$ cat src/rtl/wavetimer_pkg.sv
package wavetimer_pkg;
    typedef enum logic [1:0] {
        WG_NORMAL = 2'd0,
        WG_PHASE  = 2'd1,
        WG_CTC    = 2'd2,
        WG_FAST   = 2'd3
    } wg_mode_e;

    typedef enum logic {
        DIR_UP   = 1'b0,
        DIR_DOWN = 1'b1
    } dir_e;

    typedef enum logic [1:0] {
        ACT_OFF    = 2'd0,
        ACT_TOGGLE = 2'd1,
        ACT_CLEAR  = 2'd2,
        ACT_SET    = 2'd3
    } act_e;
endpackage

$ cat src/rtl/wt_counter.sv
module wt_counter
    import wavetimer_pkg::*;
#(
    parameter int W = 8
) (
    input  logic         clk,
    input  logic         rst_n,
    input  logic         step_i,
    input  logic         ld_i,
    input  logic [W-1:0] ld_val_i,
    input  wg_mode_e     mode_i,
    input  logic [W-1:0] cmp_i,
    output logic [W-1:0] cnt_o,
    output dir_e         dir_o,
    output logic         match_o,
    output logic         ovf_o,
    output logic         top_o
);
    localparam logic [W-1:0] MAXV = '1;
    localparam logic [W-1:0] ONE  = {{(W-1){1'b0}}, 1'b1};

    logic [W-1:0] cnt_q, cnt_d;
    dir_e         st_q, st_d;
    logic         adv, at_max, at_zero;

    assign adv     = step_i & ~ld_i;
    assign at_max  = (cnt_q == MAXV);
    assign at_zero = (cnt_q == '0);

    assign match_o = adv && (cnt_q == cmp_i);
    assign ovf_o   = adv && ((mode_i == WG_PHASE) ? (st_q == DIR_DOWN && at_zero) : at_max);
    assign top_o   = adv && at_max;

    always_comb begin
        st_d  = st_q;
        cnt_d = cnt_q;
        if (ld_i) begin
            cnt_d = ld_val_i;
        end else if (step_i) begin
            unique case (mode_i)
                WG_NORMAL, WG_FAST: cnt_d = cnt_q + ONE;
                WG_CTC:             cnt_d = match_o ? '0 : cnt_q + ONE;
                WG_PHASE: begin
                    unique case (st_q)
                        DIR_UP: begin
                            if (at_max) begin
                                cnt_d = MAXV - ONE;
                                st_d  = DIR_DOWN;
                            end else begin
                                cnt_d = cnt_q + ONE;
                            end
                        end
                        DIR_DOWN: begin
                            if (at_zero) begin
                                cnt_d = ONE;
                                st_d  = DIR_UP;
                            end else begin
                                cnt_d = cnt_q - ONE;
                            end
                        end
                    endcase
                end
            endcase
        end
        if (mode_i != WG_PHASE) st_d = DIR_UP;
    end

    always_ff @(posedge clk or negedge rst_n) begin
        if (!rst_n) begin
            cnt_q <= '0;
            st_q  <= DIR_UP;
        end else begin
            cnt_q <= cnt_d;
            st_q  <= st_d;
        end
    end

    assign cnt_o = cnt_q;
    assign dir_o = st_q;

    a_r11_hold: assert property (@(posedge clk) disable iff (!rst_n)
        (!step_i && !ld_i) |=> $stable(cnt_q));
    a_r5_ctc_clear: assert property (@(posedge clk) disable iff (!rst_n)
        (mode_i == WG_CTC && step_i && !ld_i && cnt_q == cmp_i) |=> (cnt_q == '0));
    a_r9_down_count: assert property (@(posedge clk) disable iff (!rst_n)
        (mode_i == WG_PHASE && st_q == DIR_DOWN && step_i && !ld_i && !at_zero)
        |=> (cnt_q == $past(cnt_q) - ONE));
endmodule

$ cat src/rtl/wt_cmpbuf.sv
module wt_cmpbuf #(
    parameter int W = 8
) (
    input  logic         clk,
    input  logic         rst_n,
    input  logic         wr_i,
    input  logic [W-1:0] wdata_i,
    input  logic         pwm_i,
    input  logic         reload_i,
    output logic [W-1:0] buf_o,
    output logic [W-1:0] act_o
);
    logic [W-1:0] buf_q, act_q;

    always_ff @(posedge clk or negedge rst_n) begin
        if (!rst_n) begin
            buf_q <= '0;
            act_q <= '0;
        end else begin
            if (wr_i) buf_q <= wdata_i;
            if (wr_i && !pwm_i)          act_q <= wdata_i;
            else if (reload_i && pwm_i)  act_q <= buf_q;
        end
    end

    assign buf_o = buf_q;
    assign act_o = act_q;

    a_r8_buffered: assert property (@(posedge clk) disable iff (!rst_n)
        (pwm_i && !reload_i) |=> $stable(act_q));
endmodule

$ cat src/rtl/wt_wave.sv
module wt_wave
    import wavetimer_pkg::*;
(
    input  logic     clk,
    input  logic     rst_n,
    input  wg_mode_e mode_i,
    input  act_e     act_i,
    input  logic     match_i,
    input  logic     top_i,
    input  dir_e     dir_i,
    input  logic     force_i,
    input  act_e     force_act_i,
    output logic     wave_o
);
    logic wave_q, wave_d, pwm, visible;

    function automatic logic apply_act(input act_e a, input logic cur);
        unique case (a)
            ACT_OFF:    apply_act = cur;
            ACT_TOGGLE: apply_act = ~cur;
            ACT_CLEAR:  apply_act = 1'b0;
            ACT_SET:    apply_act = 1'b1;
        endcase
    endfunction

    assign pwm = (mode_i == WG_FAST) || (mode_i == WG_PHASE);

    always_comb begin
        wave_d = wave_q;
        if (force_i) begin
            wave_d = apply_act(force_act_i, wave_q);
        end else begin
            unique case (mode_i)
                WG_NORMAL, WG_CTC: begin
                    if (match_i) wave_d = apply_act(act_i, wave_q);
                end
                WG_FAST: begin
                    if (match_i && act_i == ACT_CLEAR) wave_d = 1'b0;
                    if (match_i && act_i == ACT_SET)   wave_d = 1'b1;
                    if (top_i && act_i == ACT_CLEAR)   wave_d = 1'b1;
                    if (top_i && act_i == ACT_SET)     wave_d = 1'b0;
                end
                WG_PHASE: begin
                    if (match_i && act_i == ACT_CLEAR) wave_d = (dir_i == DIR_DOWN);
                    if (match_i && act_i == ACT_SET)   wave_d = (dir_i == DIR_UP);
                end
            endcase
        end
    end

    always_ff @(posedge clk or negedge rst_n) begin
        if (!rst_n) wave_q <= 1'b0;
        else        wave_q <= wave_d;
    end

    assign visible = (act_i != ACT_OFF) && !(pwm && act_i == ACT_TOGGLE);
    assign wave_o  = wave_q & visible;

    a_r4_set_on_match: assert property (@(posedge clk) disable iff (!rst_n)
        (!force_i && match_i && (mode_i == WG_NORMAL || mode_i == WG_CTC) && act_i == ACT_SET)
        |=> wave_q);
endmodule

$ cat src/rtl/wavetimer8.sv
module wavetimer8
    import wavetimer_pkg::*;
#(
    parameter int W = 8
) (
    input  logic         clk,
    input  logic         rst_n,
    input  logic         tick,
    input  logic         wr_en,
    input  logic [1:0]   addr,
    input  logic [W-1:0] wdata,
    output logic [W-1:0] rdata,
    output logic         wave_out,
    output logic         irq_ovf,
    output logic         irq_cmp
);
    localparam logic [1:0] A_CTRL = 2'd0;
    localparam logic [1:0] A_CNT  = 2'd1;
    localparam logic [1:0] A_CMP  = 2'd2;
    localparam logic [1:0] A_STAT = 2'd3;

    logic [6:0]   ctrl_q;
    logic         ovf_f, cmp_f, en_ovf, en_cmp;
    wg_mode_e     mode, mode_w;
    logic         pwm, pwm_w, step, force_cmp;
    logic         wr_ctrl, wr_cnt, wr_cmp, wr_stat;
    logic [W-1:0] cnt, cmp_buf, cmp_act;
    dir_e         dir;
    logic         ev_match, ev_ovf, ev_top;

    assign wr_ctrl = wr_en && addr == A_CTRL;
    assign wr_cnt  = wr_en && addr == A_CNT;
    assign wr_cmp  = wr_en && addr == A_CMP;
    assign wr_stat = wr_en && addr == A_STAT;

    assign mode   = wg_mode_e'({ctrl_q[3], ctrl_q[6]});
    assign mode_w = wg_mode_e'({wdata[3], wdata[6]});
    assign pwm    = (mode == WG_FAST) || (mode == WG_PHASE);
    assign pwm_w  = (mode_w == WG_FAST) || (mode_w == WG_PHASE);
    assign step   = (ctrl_q[2:0] != 3'b000) && tick;
    assign force_cmp = wr_ctrl && wdata[7] && !pwm_w;

    always_ff @(posedge clk or negedge rst_n) begin
        if (!rst_n) begin
            ctrl_q <= '0;
            ovf_f  <= 1'b0;
            cmp_f  <= 1'b0;
            en_ovf <= 1'b0;
            en_cmp <= 1'b0;
        end else begin
            if (wr_ctrl) ctrl_q <= wdata[6:0];
            if (wr_stat) begin
                en_ovf <= wdata[4];
                en_cmp <= wdata[5];
                if (wdata[0]) ovf_f <= 1'b0;
                if (wdata[1]) cmp_f <= 1'b0;
            end
            if (ev_ovf)   ovf_f <= 1'b1;
            if (ev_match) cmp_f <= 1'b1;
        end
    end

    wt_counter #(.W(W)) u_counter (
        .clk(clk), .rst_n(rst_n), .step_i(step), .ld_i(wr_cnt), .ld_val_i(wdata),
        .mode_i(mode), .cmp_i(cmp_act), .cnt_o(cnt), .dir_o(dir),
        .match_o(ev_match), .ovf_o(ev_ovf), .top_o(ev_top)
    );

    wt_cmpbuf #(.W(W)) u_cmpbuf (
        .clk(clk), .rst_n(rst_n), .wr_i(wr_cmp), .wdata_i(wdata), .pwm_i(pwm),
        .reload_i(ev_top), .buf_o(cmp_buf), .act_o(cmp_act)
    );

    wt_wave u_wave (
        .clk(clk), .rst_n(rst_n), .mode_i(mode), .act_i(act_e'(ctrl_q[5:4])),
        .match_i(ev_match), .top_i(ev_top), .dir_i(dir), .force_i(force_cmp),
        .force_act_i(act_e'(wdata[5:4])), .wave_o(wave_out)
    );

    always_comb begin
        rdata = '0;
        unique case (addr)
            A_CTRL: rdata[6:0] = ctrl_q;
            A_CNT:  rdata = cnt;
            A_CMP:  rdata = cmp_buf;
            A_STAT: begin
                rdata[0] = ovf_f;
                rdata[1] = cmp_f;
                rdata[4] = en_ovf;
                rdata[5] = en_cmp;
            end
        endcase
    end

    assign irq_ovf = ovf_f & en_ovf;
    assign irq_cmp = cmp_f & en_cmp;

    a_r3_ovf_flag: assert property (@(posedge clk) disable iff (!rst_n)
        ev_ovf |=> ovf_f);
    a_r10_clear: assert property (@(posedge clk) disable iff (!rst_n)
        (wr_stat && wdata[0] && !ev_ovf) |=> !ovf_f);
endmodule

$ cat config.mk
export PLATFORM = sky130hd
export DESIGN_NAME = wavetimer8
export DESIGN_NICKNAME = d
export VERILOG_FILES = /design/src/rtl/wavetimer_pkg.sv /design/src/rtl/wt_counter.sv /design/src/rtl/wt_cmpbuf.sv /design/src/rtl/wt_wave.sv /design/src/rtl/wavetimer8.sv
export SDC_FILE = /design/constraint.sdc
export NUM_CORES = 1
export LEC_CHECK = 0
export BUFFER_PORTS_ARGS = -buffer_cell sky130_fd_sc_hd__clkbuf_2
export CAP_MARGIN = 20
export CELL_PAD_IN_SITES_DETAIL_PLACEMENT = 0
export CELL_PAD_IN_SITES_GLOBAL_PLACEMENT = 1
export CORE_AREA = 2 2 93 103
export CTS_CLUSTER_DIAMETER = 200
export DETAILED_ROUTE_END_ITERATION = 10
export DIE_AREA = 0 0 95 105
export HOLD_SLACK_MARGIN = 0.08
export PLACE_DENSITY_LB_ADDON = 0.2
export SYNTH_ARGS = -nofsm -noshare
export SYNTH_HDL_FRONTEND = slang
export SYNTH_SLANG_ARGS = --single-unit
$ cat constraint.sdc
create_clock -name clk -period 2.3 [get_ports clk]
set_input_delay 0.23 -clock clk [delete_from_list [all_inputs] [get_ports clk]]
set_output_delay 0.23 -clock clk [all_outputs]
set_load 0.005 [all_outputs]
==> flow_metrics.tcl <==
set metrics [dict create \
    status "complete, no violations" \
    insertion_delay_ps 290 \
    grt_pass1_vias 2364 \
    met2_usage_pct 28.7 \
    grt_pass1_wl_microns 13200 \
    synth_edf_count 0 \
    slew_violations 0 \
    dieHeight_microns 105 \
    die_w_microns 95 \
    wirelength_microns 8260 \
    fin_crit_sh_pct 92.3 \
    synth.avg_cell_area_sq_um 9.14 \
    ys.flop_type "dfrtp_1" \
    leakagePower_nw 1.40 \
    gr-total-overflow 0 \
    hold_slack_ps 248 \
    power_density_mw_per_mm2 901 \
    cpMaxStageDelayCell "dfrtp_1" \
    rows 36 \
    clockBufferDepth 2 \
    cp_max_fo 8 \
    synth_area_sq_mm 0.00262 \
    path_buf_inv 0 \
    final_layout_size_suffix_gt1_share_pct 24.8 \
    syn_to_final_growth_pct 18.9 \
    setup_viol 0 \
    crit_required_ps 2520 \
    top_usage_layer "met2" \
    power_mw 2.80 \
    hold_class "in2reg" \
    ant_nets 0 \
    dr.first_iter.drc_count 212 \
    synthTopCellsByArea "dfrtp_1 (35%), mux2_2 (7.8%), ha_1 (6.2%), nand2_1 (4.7%), xor2_1 (4.0%)" \
    tritoncts "done" \
    synthesis.instances 286 \
    yosysTopAreaCellShare_pct 35.4 \
    cp-start-kind "flip-flop" \
    ys_seq_area_share_pct 35.4 \
    core_area_sq_mm 0.00887 \
    vdd_drop_max_mv 0.270 \
    syn_nets 313 \
    rsz0062_at_grt "false" \
    top_level_ports 25 \
    via_count 2380 \
    grt_use_met1_pct 23.6 \
    worstSetupPathType "reg2reg" \
    cts.sinks 37 \
    worstPathCellList "ha_1, and4_4, nand4_4, o31a_1, o22a_1, a2bb2oi_1, o22ai_1" \
    dieArea_sq_mm 0.00998 \
    dp_hpwl_microns 6370 \
    slew_headroom_pct 57.4 \
    clk_pin_slew_ps 90 \
    synthTopCellsByCount "dfrtp_1 (37), nand2_1 (33), nor2_1 (22), a21oi_1 (19), mux2_2 (18)" \
    critPathTopFamily "compound AO/OA/AOI/OAI gates" \
    yosysTopAreaCell "dfrtp_1" \
    ctsHtreeMaxLevel 2 \
    start_util_pct 29.5 \
    critPathCaptureType "flip-flop" \
    cts_hold_buffers 1 \
    yosysMostFrequentCell "dfrtp_1" \
    synth_warnings 0 \
    wl_per_cell_microns 18.6 \
    port-buffer-count 24 \
    drc_errors 0 \
    hold_violations 0 \
    antenna_found_initial 0 \
    async_flop_share_pct 100 \
    cpPeakStageDelay_ps 500 \
    use_met3_pct 2.81 \
    worst_clock_skew_ps 7.89 \
    grtUsageTotal_pct 17.5 \
    cts_buffers 5 \
    min_period_ps 2120 \
    drt_pass1_iterations 5 \
    gp_congestion 0.875 \
    ys_seq_elements 37 \
    cts-root-buf "clkbuf_8" \
    worstMarginPinSlew_ps 634 \
    synthDistinctLibCells 54 \
    setup_tns_ps 0 \
    final_net_count 356 \
    drv_cap 0 \
    antenna_cells 0 \
    max_freq_mhz 471 \
    routed_via_density 5.36 \
    worstPathArrival_ps 2350 \
    ctsResizeCount 0 \
    cts_setup_buffers 0 \
    grt_max_degree 20 \
    fin_util_pct 35.1 \
]
-- layout by cell type, fill, tap and decap left out, types with 6 or more instances in the layout --
cell type and n:
dfrtp_1 37, nand2_1 33, buf_4 25, clkbuf_2 24, nor2_1 22, a21oi_1 19, mux2_2 18, inv_1 16
ha_1 13, xor2_1 12, o21ai_0 8, a222oi_1 7, mux2i_1 7, o22ai_1 6, a31oi_1 6
-- cells by family (layout without fill, tap and decap cells) --
| logic type | Yosys count | in the layout | share of synthesized area (%) |
|---|---|---|---|
| AOI/OAI and AO/OA | 72 | 72 | 19.5 |
| xor gates and xnor gates | 16 | 16 | 5.36 |
| adders and majority gates | 13 | 13 | 6.22 |
| buffers and inverters | 30 | 74 | 5.21 |
| DFF | 37 | 37 | 35.4 |
| muxes | 25 | 25 | 10.4 |
| and+or+nand+nor | 93 | 93 | 17.9 |
-- worst reg2reg max path, cell delays in order (launching register included) --
cell	delay (ps)
dfrtp_1	500
ha_1	310
and4_4	290
nand4_4	160
o31a_1	280
o22a_1	230
a2bb2oi_1	130
o22ai_1	150
-- state kept, by name, indices dropped and copies added (netlist names), 7 cells and up --
name and cells:
u_cmpbuf.buf_o 8, u_counter.cnt_o 8, ctrl_q 7, u_cmpbuf.act_o 8
-- layout make-up --
class	count	area (sq um)
multi-input cells	219	1550
inverters	16	60.1
clock buffers	6	72.6
well taps	114	143
flip-flops and latches	37	926
clock inverters	2	38.8
repair buffers	50	318
fillers	915	5760
-- through the flow --
step / setup WS [ps] / instance area (sq um) / instances
2_1_floorplan: 460 / 2620 / 286
3_3_place_gp: 226 / 2990 / 435
3_5_place_dp: 171 / 2990 / 435
4_1_cts: 169 / 3110 / 444
5_1_grt: 41.5 / 3110 / 444
6_report: 176 / 3110 / 444
-- power breakdown --
group	internal, mW	switching [mW]	leakage, nW
registers	0.817	0.218	0.444
clock network	0.326	0.266	0.0554
logic	0.541	0.636	0.900
total	1.68	1.12	1.40
-- per-layer routing --
metal | part of all wire (%) | wire length, microns | vias to the layer above
met5 | 0 | 0 | -
met4 | 1.9 | 158 | 0
met3 | 4.7 | 385 | 17
met2 | 49 | 4060 | 90
met1 | 44 | 3660 | 1147
li1 | - | - | 1126
-- worst paths after layout --
path	start	endpoint	slack, ps	cells after the start
worst max-delay path	u_counter.cnt_o[0]$_DFFE_PN0P_	u_wave.wave_q$_DFFE_PN0P_	180	7
min in group asynchronous	rst_n	u_counter.cnt_o[6]$_DFFE_PN0P_	310	2
worst max register to register	u_counter.cnt_o[0]$_DFFE_PN0P_	u_wave.wave_q$_DFFE_PN0P_	180	7
worst min register to register	u_cmpbuf.act_o[4]$_DFFE_PN0P_	u_cmpbuf.act_o[4]$_DFFE_PN0P_	530	2
worst min-delay path	wdata[3]	u_counter.cnt_o[3]$_DFFE_PN0P_	250	3
max in group asynchronous	rst_n	u_cmpbuf.buf_o[0]$_DFFE_PN0P_	1460	3
Note: power is estimated with default switching activity, not from simulation.
